[src/rtl/pcm_asm_pkg.sv]
package pcm_asm_pkg;

  // Map a configuration value onto the legal range 1..hi.
  function automatic int unsigned clamp_cfg(int unsigned v, int unsigned hi);
    if (v == 0) return 1;
    if (v > hi) return hi;
    return v;
  endfunction

endpackage

[src/rtl/pcm_align_ctrl.sv]
module pcm_align_ctrl #(
  parameter int MAX_BPS = 3,
  parameter int MAX_CH  = 8,
  localparam int BPS_IW = $clog2(MAX_BPS + 1),
  localparam int CN_W   = $clog2(MAX_CH + 1)
) (
  input  logic              clk,
  input  logic              rst,
  input  logic              align_i,
  input  logic [BPS_IW-1:0] cfg_bps_i,
  input  logic [CN_W-1:0]   cfg_chans_i,
  output logic              armed_o,
  output logic [BPS_IW-1:0] bps_o,
  output logic [CN_W-1:0]   chans_o
);

  logic              armed_q;
  logic [BPS_IW-1:0] bps_q;
  logic [CN_W-1:0]   chans_q;

  // Configuration is captured only while alignment is held high
  always_ff @(posedge clk) begin
    if (rst) begin
      armed_q <= 1'b0;
      bps_q   <= BPS_IW'(1);
      chans_q <= CN_W'(1);
    end else if (align_i) begin
      armed_q <= 1'b1;
      bps_q   <= BPS_IW'(pcm_asm_pkg::clamp_cfg(int'(cfg_bps_i), MAX_BPS));
      chans_q <= CN_W'(pcm_asm_pkg::clamp_cfg(int'(cfg_chans_i), MAX_CH));
    end
  end

  assign armed_o = armed_q;
  assign bps_o   = bps_q;
  assign chans_o = chans_q;


  cfg_hold_chk: assert property (@(posedge clk) disable iff (rst)
    !align_i |=> ($stable(bps_q) && $stable(chans_q)));


  cfg_range_chk: assert property (@(posedge clk) disable iff (rst)
    (bps_q != '0) && (int'(bps_q) <= MAX_BPS) && (chans_q != '0) && (int'(chans_q) <= MAX_CH));

endmodule

[src/rtl/pcm_byte_packer.sv]
module pcm_byte_packer #(
  parameter int BYTE_W  = 8,
  parameter int MAX_BPS = 3,
  localparam int OUT_W  = BYTE_W * MAX_BPS,
  localparam int BI_W   = (MAX_BPS > 1) ? $clog2(MAX_BPS) : 1,
  localparam int BPS_IW = $clog2(MAX_BPS + 1)
) (
  input  logic              clk,
  input  logic              rst,
  input  logic              clr_i,
  input  logic              wr_i,
  input  logic [BYTE_W-1:0] data_i,
  input  logic [BPS_IW-1:0] bps_i,
  output logic              last_o,
  output logic [OUT_W-1:0]  word_o
);

  logic [BI_W-1:0] idx_q;

  assign last_o = wr_i && (int'(idx_q) == int'(bps_i) - 1);

  always_ff @(posedge clk) begin
    if (rst || clr_i) begin
      idx_q <= '0;
    end else if (wr_i) begin
      idx_q <= last_o ? '0 : idx_q + BI_W'(1);
    end
  end

  // One holding register per byte lane; the current byte bypasses its lane
  for (genvar k = 0; k < MAX_BPS; k++) begin : g_lane
    logic [BYTE_W-1:0] lane_q;

    always_ff @(posedge clk) begin
      if (wr_i && (int'(idx_q) == k)) lane_q <= data_i;
    end

    assign word_o[OUT_W-1-k*BYTE_W -: BYTE_W] =
      (int'(idx_q) > k)  ? lane_q :
      (int'(idx_q) == k) ? data_i : '0;
  end


  idx_bound_chk: assert property (@(posedge clk) disable iff (rst)
    int'(idx_q) < int'(bps_i));


  flush_chk: assert property (@(posedge clk) disable iff (rst)
    clr_i |=> (idx_q == '0));

endmodule

[src/rtl/pcm_chan_rotator.sv]
module pcm_chan_rotator #(
  parameter int MAX_CH = 8,
  localparam int CH_W  = (MAX_CH > 1) ? $clog2(MAX_CH) : 1,
  localparam int CN_W  = $clog2(MAX_CH + 1)
) (
  input  logic            clk,
  input  logic            rst,
  input  logic            clr_i,
  input  logic            adv_i,
  input  logic [CN_W-1:0] chans_i,
  output logic [CH_W-1:0] chan_o
);

  logic [CH_W-1:0] chan_q;
  logic            at_last;

  assign at_last = (int'(chan_q) == int'(chans_i) - 1);

  always_ff @(posedge clk) begin
    if (rst || clr_i) begin
      chan_q <= '0;
    end else if (adv_i) begin
      chan_q <= at_last ? '0 : chan_q + CH_W'(1);
    end
  end

  assign chan_o = chan_q;


  chan_wrap_chk: assert property (@(posedge clk) disable iff (rst)
    (adv_i && !clr_i && (int'(chan_q) + 1 == int'(chans_i))) |=> (chan_q == '0));


  chan_bound_chk: assert property (@(posedge clk) disable iff (rst)
    int'(chan_q) < int'(chans_i));

endmodule

[src/rtl/pcm_sample_assembler.sv]
module pcm_sample_assembler #(
  parameter int BYTE_W  = 8,
  parameter int MAX_BPS = 3,
  parameter int MAX_CH  = 8
) (
  input  logic                              clk,
  input  logic                              rst,
  input  logic                              align_i,
  input  logic [$clog2(MAX_BPS+1)-1:0]      cfg_bps_i,
  input  logic [$clog2(MAX_CH+1)-1:0]       cfg_chans_i,
  input  logic                              wr_en_i,
  input  logic [BYTE_W-1:0]                 wr_data_i,
  output logic                              smp_valid_o,
  output logic [BYTE_W*MAX_BPS-1:0]         smp_data_o,
  output logic [((MAX_CH>1)?$clog2(MAX_CH):1)-1:0] smp_chan_o
);

  localparam int OUT_W  = BYTE_W * MAX_BPS;
  localparam int BPS_IW = $clog2(MAX_BPS + 1);
  localparam int CN_W   = $clog2(MAX_CH + 1);
  localparam int CH_W   = (MAX_CH > 1) ? $clog2(MAX_CH) : 1;

  logic              armed;
  logic [BPS_IW-1:0] bps_act;
  logic [CN_W-1:0]   chans_act;
  logic              accept;
  logic              last_byte;
  logic [OUT_W-1:0]  word;
  logic [CH_W-1:0]   chan_cur;

  pcm_align_ctrl #(.MAX_BPS(MAX_BPS), .MAX_CH(MAX_CH)) u_align (
    .clk(clk), .rst(rst), .align_i(align_i),
    .cfg_bps_i(cfg_bps_i), .cfg_chans_i(cfg_chans_i),
    .armed_o(armed), .bps_o(bps_act), .chans_o(chans_act)
  );

  assign accept = wr_en_i && armed && !align_i;

  pcm_byte_packer #(.BYTE_W(BYTE_W), .MAX_BPS(MAX_BPS)) u_pack (
    .clk(clk), .rst(rst), .clr_i(align_i), .wr_i(accept),
    .data_i(wr_data_i), .bps_i(bps_act),
    .last_o(last_byte), .word_o(word)
  );

  pcm_chan_rotator #(.MAX_CH(MAX_CH)) u_rot (
    .clk(clk), .rst(rst), .clr_i(align_i), .adv_i(last_byte),
    .chans_i(chans_act), .chan_o(chan_cur)
  );

  always_ff @(posedge clk) begin
    if (rst) begin
      smp_valid_o <= 1'b0;
      smp_data_o  <= '0;
      smp_chan_o  <= '0;
    end else begin
      smp_valid_o <= last_byte;
      if (last_byte) begin
        smp_data_o <= word;
        smp_chan_o <= chan_cur;
      end
    end
  end


  hold_off_chk: assert property (@(posedge clk) disable iff (rst)
    align_i |=> !smp_valid_o);


  unarmed_chk: assert property (@(posedge clk) disable iff (rst)
    !armed |=> !smp_valid_o);


  low_zero_chk: assert property (@(posedge clk) disable iff (rst)
    (smp_valid_o && ($past(bps_act) == BPS_IW'(1))) |-> ((smp_data_o << BYTE_W) == '0));


  out_hold_chk: assert property (@(posedge clk) disable iff (rst)
    !last_byte |=> ($stable(smp_data_o) && $stable(smp_chan_o)));

endmodule

[config.mk]
export PLATFORM = sky130hd
export DESIGN_NAME = pcm_sample_assembler
export DESIGN_NICKNAME = d
export VERILOG_FILES = /design/src/rtl/pcm_asm_pkg.sv /design/src/rtl/pcm_align_ctrl.sv /design/src/rtl/pcm_byte_packer.sv /design/src/rtl/pcm_chan_rotator.sv /design/src/rtl/pcm_sample_assembler.sv
export SDC_FILE = /design/constraint.sdc
export NUM_CORES = 1
export LEC_CHECK = 0
export BUFFER_PORTS_ARGS = -buffer_cell sky130_fd_sc_hd__clkbuf_2
export CORE_ASPECT_RATIO = 1.1
export CORE_MARGIN = 4
export CORE_UTILIZATION = 35
export CTS_CLUSTER_DIAMETER = 30
export DETAILED_ROUTE_END_ITERATION = 12
export HOLD_SLACK_MARGIN = 0.05
export PLACE_DENSITY = 0.5
export SLEW_MARGIN = 15
export SYNTH_ARGS = -nofsm -noshare
export SYNTH_HDL_FRONTEND = slang
export SYNTH_HIERARCHICAL = 1
export SYNTH_SLANG_ARGS = --single-unit
[constraint.sdc]
create_clock -name clk -period 2.9 [get_ports clk]
set_input_delay 0.435 -clock clk [delete_from_list [all_inputs] [get_ports clk]]
set_output_delay 0.435 -clock clk [all_outputs]
set_load 0.005 [all_outputs]
==> impl_results.md <==
* Layout cells sized above 1 at 29.3%
* Hold_ws at 344 ps
* Maximum VDD drop at between 0.2 and 0.25 mV
* Clock power share at 38.6%
* Most frequent CP cell: nor2_1
* Clock skew at approximately 11 ps
* Hold-fix buffers, CTS at 0
* Syn Area/Cell at approximately 12 sq um
* Die X at approximately 90 microns
* Distinct cells, synth at 34
* Final critical-path setup slack at around 770 ps
* Max-slew violations at 0
* Post-CTS sizing at 0
* I/O Buffers at 45
* DR vias at ~1800
* PnR Total Power at roughly 1700 uW
* Clk buf depth at 2
* DIE HEIGHT at ~100 microns
* Filler cells at roughly 740
* Initial Util at around 36%
* Root Buffer: clkbuf_8
* Row cnt at 33
* CP max stage delay at ~440 ps
* Period utilisation layout at 73.5%
* FMAX at 469 MHz
* Global route overflow at 0
* Combinational power share at a little over 6%
* Hold crit path type: input pin to flop
* Critical path data required time at 3110 ps
* Yosys top cell area share at 29.3%
* Final Hold Viols at 0
* Core ar. at 7510 sq um
* Total Wirelength at 5.44 mm
* Clk slew on worst S/H paths at about 70 ps
* Clk sinks at 64
* Biggest area consumer among synthesized cells: dfxtp_1
* Leak Pwr at 0.00123 uW
* P_sw at about 420 uW
* Critical-path top delay cell: buf_4
* PwrDens at around 540 nW/um^2
* Sw frac at roughly a quarter
* Setup slack after placement at roughly 560 ps
* ANT cells at 0
* Nets at about 290
* Via density per instance at ~4.6
* Post-synthesis to final-layout area growth at 16.4%
* Pin count of the biggest net entering global routing at 27
* Commonest non-fill, non-tap cell in the layout: clkbuf_2
* Family with the most delay on the worst path: simple AND/OR/NAND/NOR gates
* Die area at 9300 sq um
* Total Routing Usage GR at between 10% and 20%
* Post-route ant nets at 0
* Status: completed
* Setup bufs post-CTS at 0
* Unrepaired setup endpoints after global routing: no
* Ports at 46
* Max-Cap Viols at 0
* Setup violators final at 0
* Kind of end point of the critical path: flop
* Syn Inst Count at approximately 220
* Vias in the first global route at 1771
* Min cycle time layout at 2130 ps
* Syn_nets at between 200 and 250
* Cells along the critical path: nand2_1 -> nor2_1 -> nor2b_2 -> and3_2 -> buf_4 -> mux2i_1 -> nor2_1
* Crit Path Max Fanout at 26
* Critical path origin: u_align/armed_o
* Slew margin rel. at approximately 59%
* Setup TNS Final at 0 ps
* HPWL after DPL at roughly 3.7 mm
* Reg-to-reg startpoint: u_align/armed_o
* Most frequent cells in the layout: clkbuf_2, dfxtp_1, nor2_1
* Critical path arrival at 2340 ps
* Initial antenna violation count at 0
* Routability cong. at 0.732
* Cell Area, Synth at ~2700 sq um
* Synth Warn # at 6
* WL/cell at ~14 microns
* CP Launch Type: flop
* Post-route DRC at 0
* Clock Latency Late Sink at 340 ps
* Register area share after synthesis at roughly 56%
* Slew @ Worst Pin at 616 ps
* WS Path Type: flop to flop
* Iter 0 DRT Violations at 50
* Power share of the sequential group at approximately 55%
* First-pass GRT wire length at around 9 mm
* Worst path bufs/invs at 1
* CTS tree: yes
* H-tree Lvls at 3
* Sequential cell area at between 1500 and 2000 sq um
* HP Start: cfg_bps_i[1]
* Post-layout util at around 42%
* Num CTS Buffers at 9
* Main area contributors after synthesis: dfxtp_1, edfxtp_1, mux2i_1
* Area of the multi-input gates at approximately 1100 sq um
* P_int at roughly 1300 uW
* TritonRoute pass-1 iters at 4
* FF+latch count, synth at 64
[path summary, 6_finish.rpt]
check                      to  cells after the start  slack [ps]
min          u_align/bps_o[1]                      3         340
max reg2reg     smp_data_o[0]                      7         770
max             smp_data_o[0]                      7         770
min reg2reg   u_align/armed_o                      2         470
[cell type report]
cell class,instances,share of cell area (%)
multi-input cells,137,33.9
repair buffers,48,7.78
clock buffers,9,3.89
clock inverters,7,1.53
inverters,8,0.943
flip-flops and latches,64,47.8
well taps,105,4.13
[flip-flops by register name, summed over array words and instances (netlist names)]
name and flops:
smp_chan_o 3, smp_data_o 24, smp_valid_o 1, u_align/armed_o 1, u_align/bps_o 2, u_align/chans_o 4, u_pack/g_lane.lane_q 24, u_pack/idx_q 2
u_rot/chan_o 3
[synthesized netlist by cell type, drive strengths merged]
| master | instances |
|---|---|
| a2111oi | 4 |
| a21oi | 2 |
| a22o | 15 |
| a311o | 1 |
| a311oi | 2 |
| and2 | 3 |
| and3 | 1 |
| and3b | 1 |
| buf | 12 |
| dfxtp | 40 |
| edfxtp | 24 |
| ha | 7 |
| inv | 8 |
| mux2 | 8 |
| mux2i | 31 |
| nand2 | 4 |
| nand2b | 2 |
| nand3b | 2 |
| nor2 | 34 |
| nor2b | 5 |
| nor3 | 1 |
| nor4 | 1 |
| o21ai | 1 |
| o21bai | 2 |
| o31a | 1 |
| or2 | 1 |
| xnor2 | 4 |
| xor2 | 3 |
| xor3 | 1 |
[routing by layer]
| metal | vias to the layer above | GRT usage [%] | part of all wire (%) |
|---|---|---|---|
| met5 | - | 0 | 0 |
| met4 | 0 | 6.51 | 2.2 |
| met3 | 11 | 3.81 | 5.3 |
| met2 | 38 | 20.9 | 48 |
| met1 | 821 | 15.9 | 44 |
| li1 | 883 | - | - |
[power groups by stage]
stage	clock [uW]	combinational, uW	sequential, uW
5_1_grt	734	117	952
3_3_place_gp	0	106	971
2_1_floorplan	0	69.8	970
6_report	662	104	951
4_1_cts	695	107	951
3_5_place_dp	0	107	971
[cells by family after synthesis]
group	share of synthesized area (%)
buffers and inverters	4.94
muxes	14.6
adders and majority gates	3.20
xor gates and xnor gates	3.11
and+or+nand+nor	9.46
DFF	55.6
AOI/OAI and AO/OA	9.05
[tightest hold or removal path, stage by stage]
cell	delay, ps
clkbuf_2	80
mux2i_1	60
nor2_1	70
[metrics by stage]
stage,area (sq um),instances
CTS,3180,378
floorplan,2740,221
global placement,3010,362
global route,3180,378
detailed placement,3010,362
finish,3180,378
No activity file was read; power rests on OpenSTA's default activity.
